--- src/rtl/rxdp_pkg.sv ---
package rxdp_pkg;
   localparam int unsigned WORD_W    = 32;
   localparam int unsigned BUF_W     = 64;
   localparam int unsigned VLD_BIT   = 0;
   localparam int unsigned END_BIT   = 1;
   localparam int unsigned FLAG_BITS = 2;

   typedef enum logic [2:0] {
      ST_IDLE,
      ST_REQ_LO,
      ST_WAIT_LO,
      ST_REQ_HI,
      ST_WAIT_HI,
      ST_POLL
   } fetch_st_e;
endpackage

--- src/rtl/rxdp_addr_gen.sv ---
module rxdp_addr_gen #(
   parameter int unsigned IDX_W = 8
) (
   input  logic [31:0]      base,
   input  logic [IDX_W-1:0] idx,
   input  logic             wide,
   input  logic             second,
   output logic [31:0]      addr
);
   localparam int unsigned NARROW_SH = 2;
   localparam int unsigned WIDE_SH   = 3;

   logic [31:0] base_al;
   logic [31:0] ent_off;

   always_comb begin
      base_al = {base[31:2], 2'b00};
      ent_off = wide ? (32'(idx) << WIDE_SH) : (32'(idx) << NARROW_SH);
      addr    = base_al + ent_off + (second ? 32'd4 : 32'd0);
   end
endmodule

--- src/rtl/rxdp_ring_ptr.sv ---
module rxdp_ring_ptr #(
   parameter int unsigned IDX_W = 8
) (
   input  logic             clk,
   input  logic             rst_n,
   input  logic             adv,
   input  logic             force_wrap,
   input  logic [IDX_W-1:0] len,
   output logic [IDX_W-1:0] idx
);
   logic [IDX_W-1:0] inc;

   assign inc = idx + IDX_W'(1);

   always_ff @(posedge clk or negedge rst_n) begin
      if (!rst_n) begin
         idx <= '0;
      end else if (adv) begin
         if (force_wrap || inc == len) idx <= '0;
         else                          idx <= inc;
      end
   end
endmodule

--- src/rtl/rxdp_poll_tmr.sv ---
module rxdp_poll_tmr #(
   parameter int unsigned POLL_W = 8
) (
   input  logic              clk,
   input  logic              rst_n,
   input  logic              load,
   input  logic [POLL_W-1:0] delay,
   output logic              done
);
   logic [POLL_W-1:0] cnt;

   always_ff @(posedge clk or negedge rst_n) begin
      if (!rst_n)            cnt <= '0;
      else if (load)         cnt <= delay;
      else if (cnt != '0)    cnt <= cnt - POLL_W'(1);
   end

   assign done = (cnt == '0);
endmodule

--- src/rtl/rxdp_hold.sv ---
module rxdp_hold #(
   parameter int unsigned DW       = 64,
   parameter bit          USE_HOLD = 1'b1
) (
   input  logic          clk,
   input  logic          rst_n,
   input  logic          push,
   input  logic [DW-1:0] push_data,
   output logic          full,
   output logic          out_valid,
   input  logic          out_ready,
   output logic [DW-1:0] out_data
);
   generate
      if (USE_HOLD) begin : g_two
         logic          o_v, h_v;
         logic [DW-1:0] o_d, h_d;
         logic          pop;

         assign pop = o_v && out_ready;

         always_ff @(posedge clk or negedge rst_n) begin
            if (!rst_n) begin
               o_v <= 1'b0;
               h_v <= 1'b0;
               o_d <= '0;
               h_d <= '0;
            end else if (pop) begin
               if (h_v) begin
                  o_d <= h_d;
                  h_v <= push;
                  if (push) h_d <= push_data;
               end else begin
                  o_v <= push;
                  if (push) o_d <= push_data;
               end
            end else if (push) begin
               if (!o_v) begin
                  o_v <= 1'b1;
                  o_d <= push_data;
               end else begin
                  h_v <= 1'b1;
                  h_d <= push_data;
               end
            end
         end

         assign full      = o_v && h_v;
         assign out_valid = o_v;
         assign out_data  = o_d;
      end else begin : g_one
         logic          o_v;
         logic [DW-1:0] o_d;

         always_ff @(posedge clk or negedge rst_n) begin
            if (!rst_n) begin
               o_v <= 1'b0;
               o_d <= '0;
            end else if (push) begin
               o_v <= 1'b1;
               o_d <= push_data;
            end else if (out_ready) begin
               o_v <= 1'b0;
            end
         end

         assign full      = o_v;
         assign out_valid = o_v;
         assign out_data  = o_d;
      end
   endgenerate
endmodule

--- src/rtl/rxdp_prefetch.sv ---
module rxdp_prefetch
   import rxdp_pkg::*;
#(
   parameter int unsigned IDX_W    = 8,
   parameter int unsigned POLL_W   = 8,
   parameter bit          USE_HOLD = 1'b1
) (
   input  logic              clk,
   input  logic              rst_n,
   input  logic              run,
   input  logic [31:0]       cfg_base,
   input  logic              cfg_wide,
   input  logic              cfg_prefetch,
   input  logic [IDX_W-1:0]  cfg_len,
   input  logic [POLL_W-1:0] cfg_poll,
   input  logic [IDX_W-1:0]  sw_prod_idx,
   output logic              rd_req,
   output logic [31:0]       rd_addr,
   input  logic              rd_gnt,
   input  logic              rd_rvalid,
   input  logic [31:0]       rd_rdata,
   output logic              buf_valid,
   input  logic              buf_ready,
   output logic [63:0]       buf_addr
);
   localparam logic [WORD_W-1:0] FLAG_MASK = ~WORD_W'((1 << FLAG_BITS) - 1);

   generate
      if (IDX_W < 1 || IDX_W > 16) begin : g_bad_idx
         $error("rxdp_prefetch: IDX_W must be 1..16");
      end
      if (POLL_W < 1 || POLL_W > 24) begin : g_bad_poll
         $error("rxdp_prefetch: POLL_W must be 1..24");
      end
   endgenerate

   fetch_st_e         st, st_nx;
   logic [WORD_W-1:0] lo_q;
   logic [IDX_W-1:0]  idx;
   logic              full;
   logic              tmr_done;

   logic              cmp;
   logic [WORD_W-1:0] cmp_lo;
   logic [WORD_W-1:0] cmp_hi;
   logic              usable;
   logic              push;
   logic              poll_load;
   logic              start;
   logic [BUF_W-1:0]  push_data;

   always_comb begin
      start  = (st == ST_IDLE) && run && !full &&
               (cfg_prefetch || (idx != sw_prod_idx));
      cmp    = rd_rvalid && (((st == ST_WAIT_LO) && !cfg_wide) || (st == ST_WAIT_HI));
      cmp_lo = (st == ST_WAIT_LO) ? rd_rdata : lo_q;
      cmp_hi = (st == ST_WAIT_HI) ? rd_rdata : '0;
      usable = !cfg_prefetch || cmp_lo[VLD_BIT];
      push      = cmp && usable;
      poll_load = cmp && !usable;
      push_data = {cmp_hi, cmp_lo & FLAG_MASK};
   end

   always_comb begin
      st_nx = st;
      unique case (st)
         ST_IDLE:    if (start) st_nx = ST_REQ_LO;
         ST_REQ_LO:  if (rd_gnt) st_nx = ST_WAIT_LO;
         ST_WAIT_LO: if (rd_rvalid) begin
                        if (cfg_wide)    st_nx = ST_REQ_HI;
                        else if (usable) st_nx = ST_IDLE;
                        else             st_nx = ST_POLL;
                     end
         ST_REQ_HI:  if (rd_gnt) st_nx = ST_WAIT_HI;
         ST_WAIT_HI: if (rd_rvalid) st_nx = usable ? ST_IDLE : ST_POLL;
         ST_POLL:    if (tmr_done) st_nx = ST_IDLE;
         default:    st_nx = ST_IDLE;
      endcase
   end

   always_ff @(posedge clk or negedge rst_n) begin
      if (!rst_n) begin
         st   <= ST_IDLE;
         lo_q <= '0;
      end else begin
         st <= st_nx;
         if (st == ST_WAIT_LO && rd_rvalid) lo_q <= rd_rdata;
      end
   end

   assign rd_req = (st == ST_REQ_LO) || (st == ST_REQ_HI);

   rxdp_addr_gen #(.IDX_W(IDX_W)) u_addr (
      .base   (cfg_base),
      .idx    (idx),
      .wide   (cfg_wide),
      .second (st == ST_REQ_HI),
      .addr   (rd_addr)
   );

   rxdp_ring_ptr #(.IDX_W(IDX_W)) u_ptr (
      .clk        (clk),
      .rst_n      (rst_n),
      .adv        (push),
      .force_wrap (cfg_prefetch && cmp_lo[END_BIT]),
      .len        (cfg_len),
      .idx        (idx)
   );

   rxdp_poll_tmr #(.POLL_W(POLL_W)) u_tmr (
      .clk   (clk),
      .rst_n (rst_n),
      .load  (poll_load),
      .delay (cfg_poll),
      .done  (tmr_done)
   );

   rxdp_hold #(.DW(BUF_W), .USE_HOLD(USE_HOLD)) u_hold (
      .clk       (clk),
      .rst_n     (rst_n),
      .push      (push),
      .push_data (push_data),
      .full      (full),
      .out_valid (buf_valid),
      .out_ready (buf_ready),
      .out_data  (buf_addr)
   );
endmodule

--- config.mk ---
export PLATFORM = sky130hd
export DESIGN_NAME = rxdp_prefetch
export DESIGN_NICKNAME = d
export VERILOG_FILES = /design/src/rtl/rxdp_pkg.sv /design/src/rtl/rxdp_addr_gen.sv /design/src/rtl/rxdp_ring_ptr.sv /design/src/rtl/rxdp_poll_tmr.sv /design/src/rtl/rxdp_hold.sv /design/src/rtl/rxdp_prefetch.sv
export SDC_FILE = /design/constraint.sdc
export NUM_CORES = 1
export LEC_CHECK = 0
export CAP_MARGIN = 25
export CORE_AREA = 2 2 196 198
export DETAILED_ROUTE_END_ITERATION = 8
export DIE_AREA = 0 0 198 200
export GPL_ROUTABILITY_DRIVEN = 1
export GPL_TIMING_DRIVEN = 0
export PLACE_DENSITY = 0.42
export SYNTH_ARGS = -nofsm -noshare
export SYNTH_HDL_FRONTEND = slang
export SYNTH_SLANG_ARGS = --single-unit
--- constraint.sdc ---
create_clock -name clk -period 7.05 [get_ports clk]
set_input_delay 1.7625 -clock clk [delete_from_list [all_inputs] [get_ports clk]]
set_output_delay 1.7625 -clock clk [all_outputs]
set_load 0.03 [all_outputs]
After elaboration in Yosys (flattened, before gate mapping)
Index checks and enable logic that the tools add are counted.
{ "word_totals": {"wordCells": 93, "regBits": 181} }
{ "op_classes": {"n_eq_ne": 17, "mux": 32, "addsub": 4, "reduce_logical": 32} }
{ "op_table": {"columns": ["cell", "n"], "rows": [
  ["$mux W64", 9],
  ["$mux W32", 2],
  ["$add A32 B3 Y32", 1],
  ["$add A32 B32 Y32", 1],
  ["$mux W3", 9],
  ["$mux W8", 3],
  ["$pmux W3 S6", 1],
  ["$ne A2 B2 Y1 const B", 8],
  ["$logic_and A1 B1 Y1", 11],
  ["$mux W11", 1],
  ["$add A8 B1 Y8 const B", 1],
  ["$eq A8 B8 Y1", 1],
  ["$logic_not A8 Y1", 1],
  ["$ne A8 B8 Y1", 1],
  ["$reduce_bool A2 Y1", 4],
  ["$reduce_bool A8 Y1", 1],
  ["$sub A8 B1 Y8 const B", 1],
  ["$mux W1", 7],
  ["$eq A3 B2 Y1 const B", 2],
  ["$eq A3 B3 Y1 const B", 2],
  ["$reduce_and A6 Y1", 1],
  ["$logic_or A1 B1 Y1", 5],
  ["$logic_not A1 Y1", 4],
  ["$ne A2 B1 Y1 const B", 2],
  ["5 further kinds", 6]
]} }

Longest topological paths before layout
{ "logic_depth": {"word_depth": 8, "ltp_mapped": 12} }

Hierarchy
Synthesis repeated with hierarchy kept, for this count alone.
{ "unflattened": {"cells_unflattened": 1045, "hier_area_um2": 11080.6} }
{ "by_module_without_submodules": {"columns": ["mod", "cells_each", "area_each_um2", "instances", "seq_area_each_um2"], "rows": [
  ["rxdp_hold", 580, 6636.4, 1, 3253.1],
  ["rxdp_prefetch", 193, 2212.1, 1, 875.8],
  ["rxdp_addr_gen", 146, 1096.1, 1, 0.0],
  ["rxdp_ring_ptr", 72, 659.4, 1, 200.2],
  ["rxdp_poll_tmr", 54, 476.7, 1, 200.2]
]} }

Worst setup path after synthesis
OpenSTA, ideal clock, no wires.
{ "synth_path": {"path_type": "input port to output port", "from": "in cfg_wide", "to": "out rd_addr[19]", "setup_slack_ns": 0.284, "arrival_time_ns": 5.003, "path_stages": 11, "path_buffers": 1, "required_ns": 5.287, "path_cell_list": "clkbuf_1 > mux2_2 > ha_1 > ha_1 > fa_1 > a21o_1 > a211oi_1 > o31ai_1 > a21oi_1 > and3b_1 > xor2_1"} }
{ "synth_between": {"elab_chain_cells": 3} }
{ "synth_rtl": {"columns": ["item", "line_no", "rtl"], "rows": [
  ["start, declared", "rxdp_prefetch.sv:12", "input logic cfg_wide,"],
  ["$mux W11", "rxdp_addr_gen.sv:18", "ent_off = wide ? (32'(idx) << WIDE_SH) : (32'(idx) << NARROW_SH);"],
  ["$add A32 B32 Y32", "rxdp_addr_gen.sv:19", "addr = base_al + ent_off + (second ? 32'd4 : 32'd0);"],
  ["$add A32 B3 Y32", "rxdp_addr_gen.sv:19", null],
  ["end, declared", "rxdp_prefetch.sv:18", "output logic [31:0] rd_addr,"]
]} }
Every way passes these cells.

Worst setup path in the final report
{ "layout_path": {"from": "in cfg_wide", "to": "out rd_addr[27]"} }
Same word-level chain as after synthesis.

==> results.py <==
metrics = {
    "sta": {
        "worstMarginPinSlew_ns": 0.956,
        "fmax_mhz": 146,
        "setup_ws_ns": 0.185,
        "worst_clock_skew_ns": 0.0141,
        "drv_slew": 0,
        "slew_headroom_pct": 36.1,
        "min_period_over_period_pct": 97.4,
        "setup_viol": 0,
        "hold_viol": 0,
        "fin_crit_ns": 6.87,
    },
    "die": {
        "initial_utilization_pct": 24.8,
        "rows": 71,
        "die_h_um": 200,
        "core-area_um2": 37400,
        "dieArea_um2": 39600,
        "ios": 194,
        "die-width_um": 198,
    },
    "clock_tree": {
        "clk_pin_slew_ns": 0.07,
        "cts_buffer_depth": 2,
        "cts.htree.levels": 4,
        "clock_latency_ns": 0.44,
        "clock_sinks": 177,
        "cts_tree": "done",
        "hold_buffers": 0,
        "cts_made_buffers": 17,
        "clock-root-buffer": "clkbuf_16",
    },
    "synthesis": {
        "synthesis.area_um2": 9280,
        "ys.warnings.count": 0,
        "syn_avg_cell_area_um2": 9.41,
        "synth_flop_cell": "dfrtp_1",
        "async_reset_ff_share_pct": 100,
        "synth_edf_count": 0,
        "synth_cells": 986,
        "synth_cell_type_count": 58,
        "ys_ff_latch": 177,
        "seq_area_frac_synth_pct": 47.7,
    },
    "place": {
        "dp_slack_ns": -1.14,
        "dp.final_hpwl_mm": 21.7,
        "place.port_buffers": 187,
        "gp_congestion": 0.739,
    },
    "critical_path": {
        "slowest_delay_ns": 0.52,
        "r2r_cells": 8,
        "cp-end-kind": "primary output",
        "cp.arrival_ns": 5.10,
        "crit_type": "in2out",
        "worstPathRequired_ns": 5.29,
        "r2r_setup_slack_ns": 4.41,
        "path_cells": "clkdlybuf4s50_1, buf_6, mux2_2, ha_1, ha_1, fa_2, a21o_1, a211oi_2, o31ai_2, a21oi_2, buf_6, nor2_1, xor2_1, clkdlybuf4s15_2",
        "r2r_start": "st[0]",
        "start_kind": "input port",
        "cp_slowest_cell": "clkdlybuf4s50_1",
        "critPathMaxFanout": 10,
        "r2r-end": "u_hold.out_data[39]",
    },
    "global_route": {
        "grt.total_usage_pct": 14.9,
        "grt_antenna_before_repair": 1,
        "grt_start_max_net_pins": 94,
        "grt_pass1_vias": 7696,
        "overflow": 0,
        "grt_pass1_wl_mm": 45.1,
    },
    "power_and_ir_drop": {
        "total_power_mw": 4.77,
        "irDropWorstVdd_uv": 195,
        "p_per_area_nw_per_um2": 385,
        "p_leak_nw": 5.16,
    },
    "cells_and_area": {
        "final_layout_size_suffix_gt1_share_pct": 11.4,
        "nFillCells": 3887,
        "num-nets-final": 1313,
        "area_growth_pct": 33.5,
    },
    "worst_hold_path": {
        "min_to": "u_hold.out_data[42]",
        "holdCritPathClass": "reg2reg",
        "whs_path_depth": 2,
        "hold_path_startpoint": "u_hold.out_data[42]",
    },
    "detailed_routing": {
        "viasPerCell": 4.45,
        "dr.pass1.iters": 4,
        "vias": 7651,
        "drc": 0,
        "wire_per_inst_um": 16.8,
        "drt_iter0_markers": 322,
        "ant_nets": 0,
        "routed_wl_mm": 29.0,
    },
    "status": {
        "status": "complete, no violations",
    },
    "job": {
        "maxCapViolCount": 0,
    },
}
-- through the flow --
stage	hold slack (ns)	instances	instance area, um2	util (%)	TNS, ns
final	0.482	1720	12400	33.1	0
after global routing	0.504	1719	12400	33.1	-0.0180
after CTS	0.490	1719	12400	33.1	0
after detailed placement	0.473	1688	11800	31.6	-16.30
after global placement	0.465	1687	11800	31.5	-732.31
after floorplan	0.450	989	9290	-	0
-- power breakdown --
group	total, mW	internal, mW	switching, mW	leakage, nW
logic	2.24	0.910	1.33	2.56
clock network	0.928	0.491	0.437	0.272
registers	1.60	1.39	0.217	2.32
-- how the worst max path moves through the flow --
stage | to | from | cells past startpoint
floorplan | rd_addr[19] | cfg_wide | 11
global placement | u_hold.out_data[23] | rst_n | 1
detailed placement | rd_addr[19] | cfg_wide | 13
CTS | rd_addr[19] | cfg_wide | 14
global route | rd_addr[19] | cfg_wide | 14
finish | rd_addr[27] | cfg_wide | 14
-- final cells by class --
| class | instances | area, um2 | share of cell area [%] |
|---|---|---|---|
| multi-input combinational | 726 | 4400 | 35.5 |
| antenna | 1 | 2.50 | 0.0202 |
| clock buffer | 18 | 429 | 3.47 |
| buffer | 72 | 430 | 3.48 |
| tap | 511 | 639 | 5.16 |
| inverter | 13 | 48.8 | 0.394 |
| sequential | 177 | 4430 | 35.8 |
| clock inverter | 13 | 126 | 1.02 |
| timing repair buffer | 189 | 1880 | 15.2 |
-- per-layer routing --
layer	up-vias	share of wire, %	global-route usage, %
met2	125	48	25.3
met5	-	0	0
met4	0	0.84	3.26
met3	13	3.6	2.87
li1	3800	-	-
met1	3713	47	19.8
-- flip-flops by register name (all words and copies together), names as in the netlist --
name and cells:
u_hold.g_two.h_d 62, u_hold.out_data 62, lo_q 32, u_ptr.idx 8
u_tmr.cnt 8, st 3, u_hold.g_two.h_v 1, u_hold.out_valid 1
-- synthesized netlist by cell type (6+ instances only) --
master / number / area share [%]
a21oi_1: 75 / 4.0
a31oi_1: 6 / 0.40
and3_1: 9 / 0.61
buf_2: 17 / 0.92
buf_6: 15 / 1.8
clkbuf_1: 33 / 1.3
dfrtp_1: 177 / 48
ha_1: 19 / 2.6
inv_1: 13 / 0.53
mux2_2: 40 / 4.9
mux2i_1: 34 / 3.7
nand2_1: 178 / 7.2
nand2b_1: 7 / 0.47
nand3_1: 10 / 0.54
nand4_1: 8 / 0.54
nor2_1: 73 / 3.0
nor3_1: 6 / 0.32
nor3b_1: 7 / 0.57
o21ai_0: 67 / 3.6
o21ai_1: 71 / 3.8
o31ai_1: 7 / 0.57
xnor2_1: 30 / 2.8
xor2_1: 21 / 2.0
-- critical path: cells and delay by family --
| family | cells | cell delay [ns] |
|---|---|---|
| fa+ha+maj | 3 | 0.88 |
| compound gates | 4 | 0.76 |
| buf+inv | 4 | 1.15 |
| xor+xnor | 1 | 0.14 |
| mux | 1 | 0.35 |
| simple gates | 1 | 0.05 |
-- cells in the final DEF, fill, tap and decap left out, types with 3 or more instances in the layout --
cell type        instances
o31ai_1                  6
inv_1                   13
clkbuf_16               17
and4_1                   3
a21o_1                   4
clkdlybuf4s50_1        164
dfrtp_1                177
conb_1                   4
o21ai_0                 66
xnor2_1                 30
nand3_1                 10
a21oi_1                 74
buf_2                   22
dlygate4sd2_1           12
nor3_1                   6
clkbuf_1                32
buf_4                    6
mux2_2                  40
mux2i_1                 34
xor2_1                  21
nor4_1                   4
nand4_1                  8
nand2_1                178
a211oi_1                 3
buf_1                    3
buf_6                   17
and3_1                   9
clkinv_4                 4
o21ai_1                 72
clkdlybuf4s15_2          4
inv_6                    5
nand2b_1                 7
and2_1                   4
nand3b_1                 4
nor3b_1                  7
a31oi_1                  6
nor2_1                  73
ha_1                    19
-- what timing repair did --
item	CTS	global route
hold endpoints to repair	0	0
resized for setup	58	9
setup buffers	1	0
setup endpoints to repair	22	20
pin swaps	1	1
-- logic make-up (layout without fill, tap and decap cells) --
logic type	count (synthesis)	in the layout	share of synthesized area [%]
adders and majority gates	21	21	2.99
DFF	177	177	47.7
buffers and inverters	86	305	5.13
muxes	74	74	8.52
xor gates and xnor gates	51	51	4.82
and+or+nand+nor	327	327	15.6
other	1	5	0.0404
AOI/OAI and AO/OA	249	249	15.1
(Power assumes the default switching activity.)
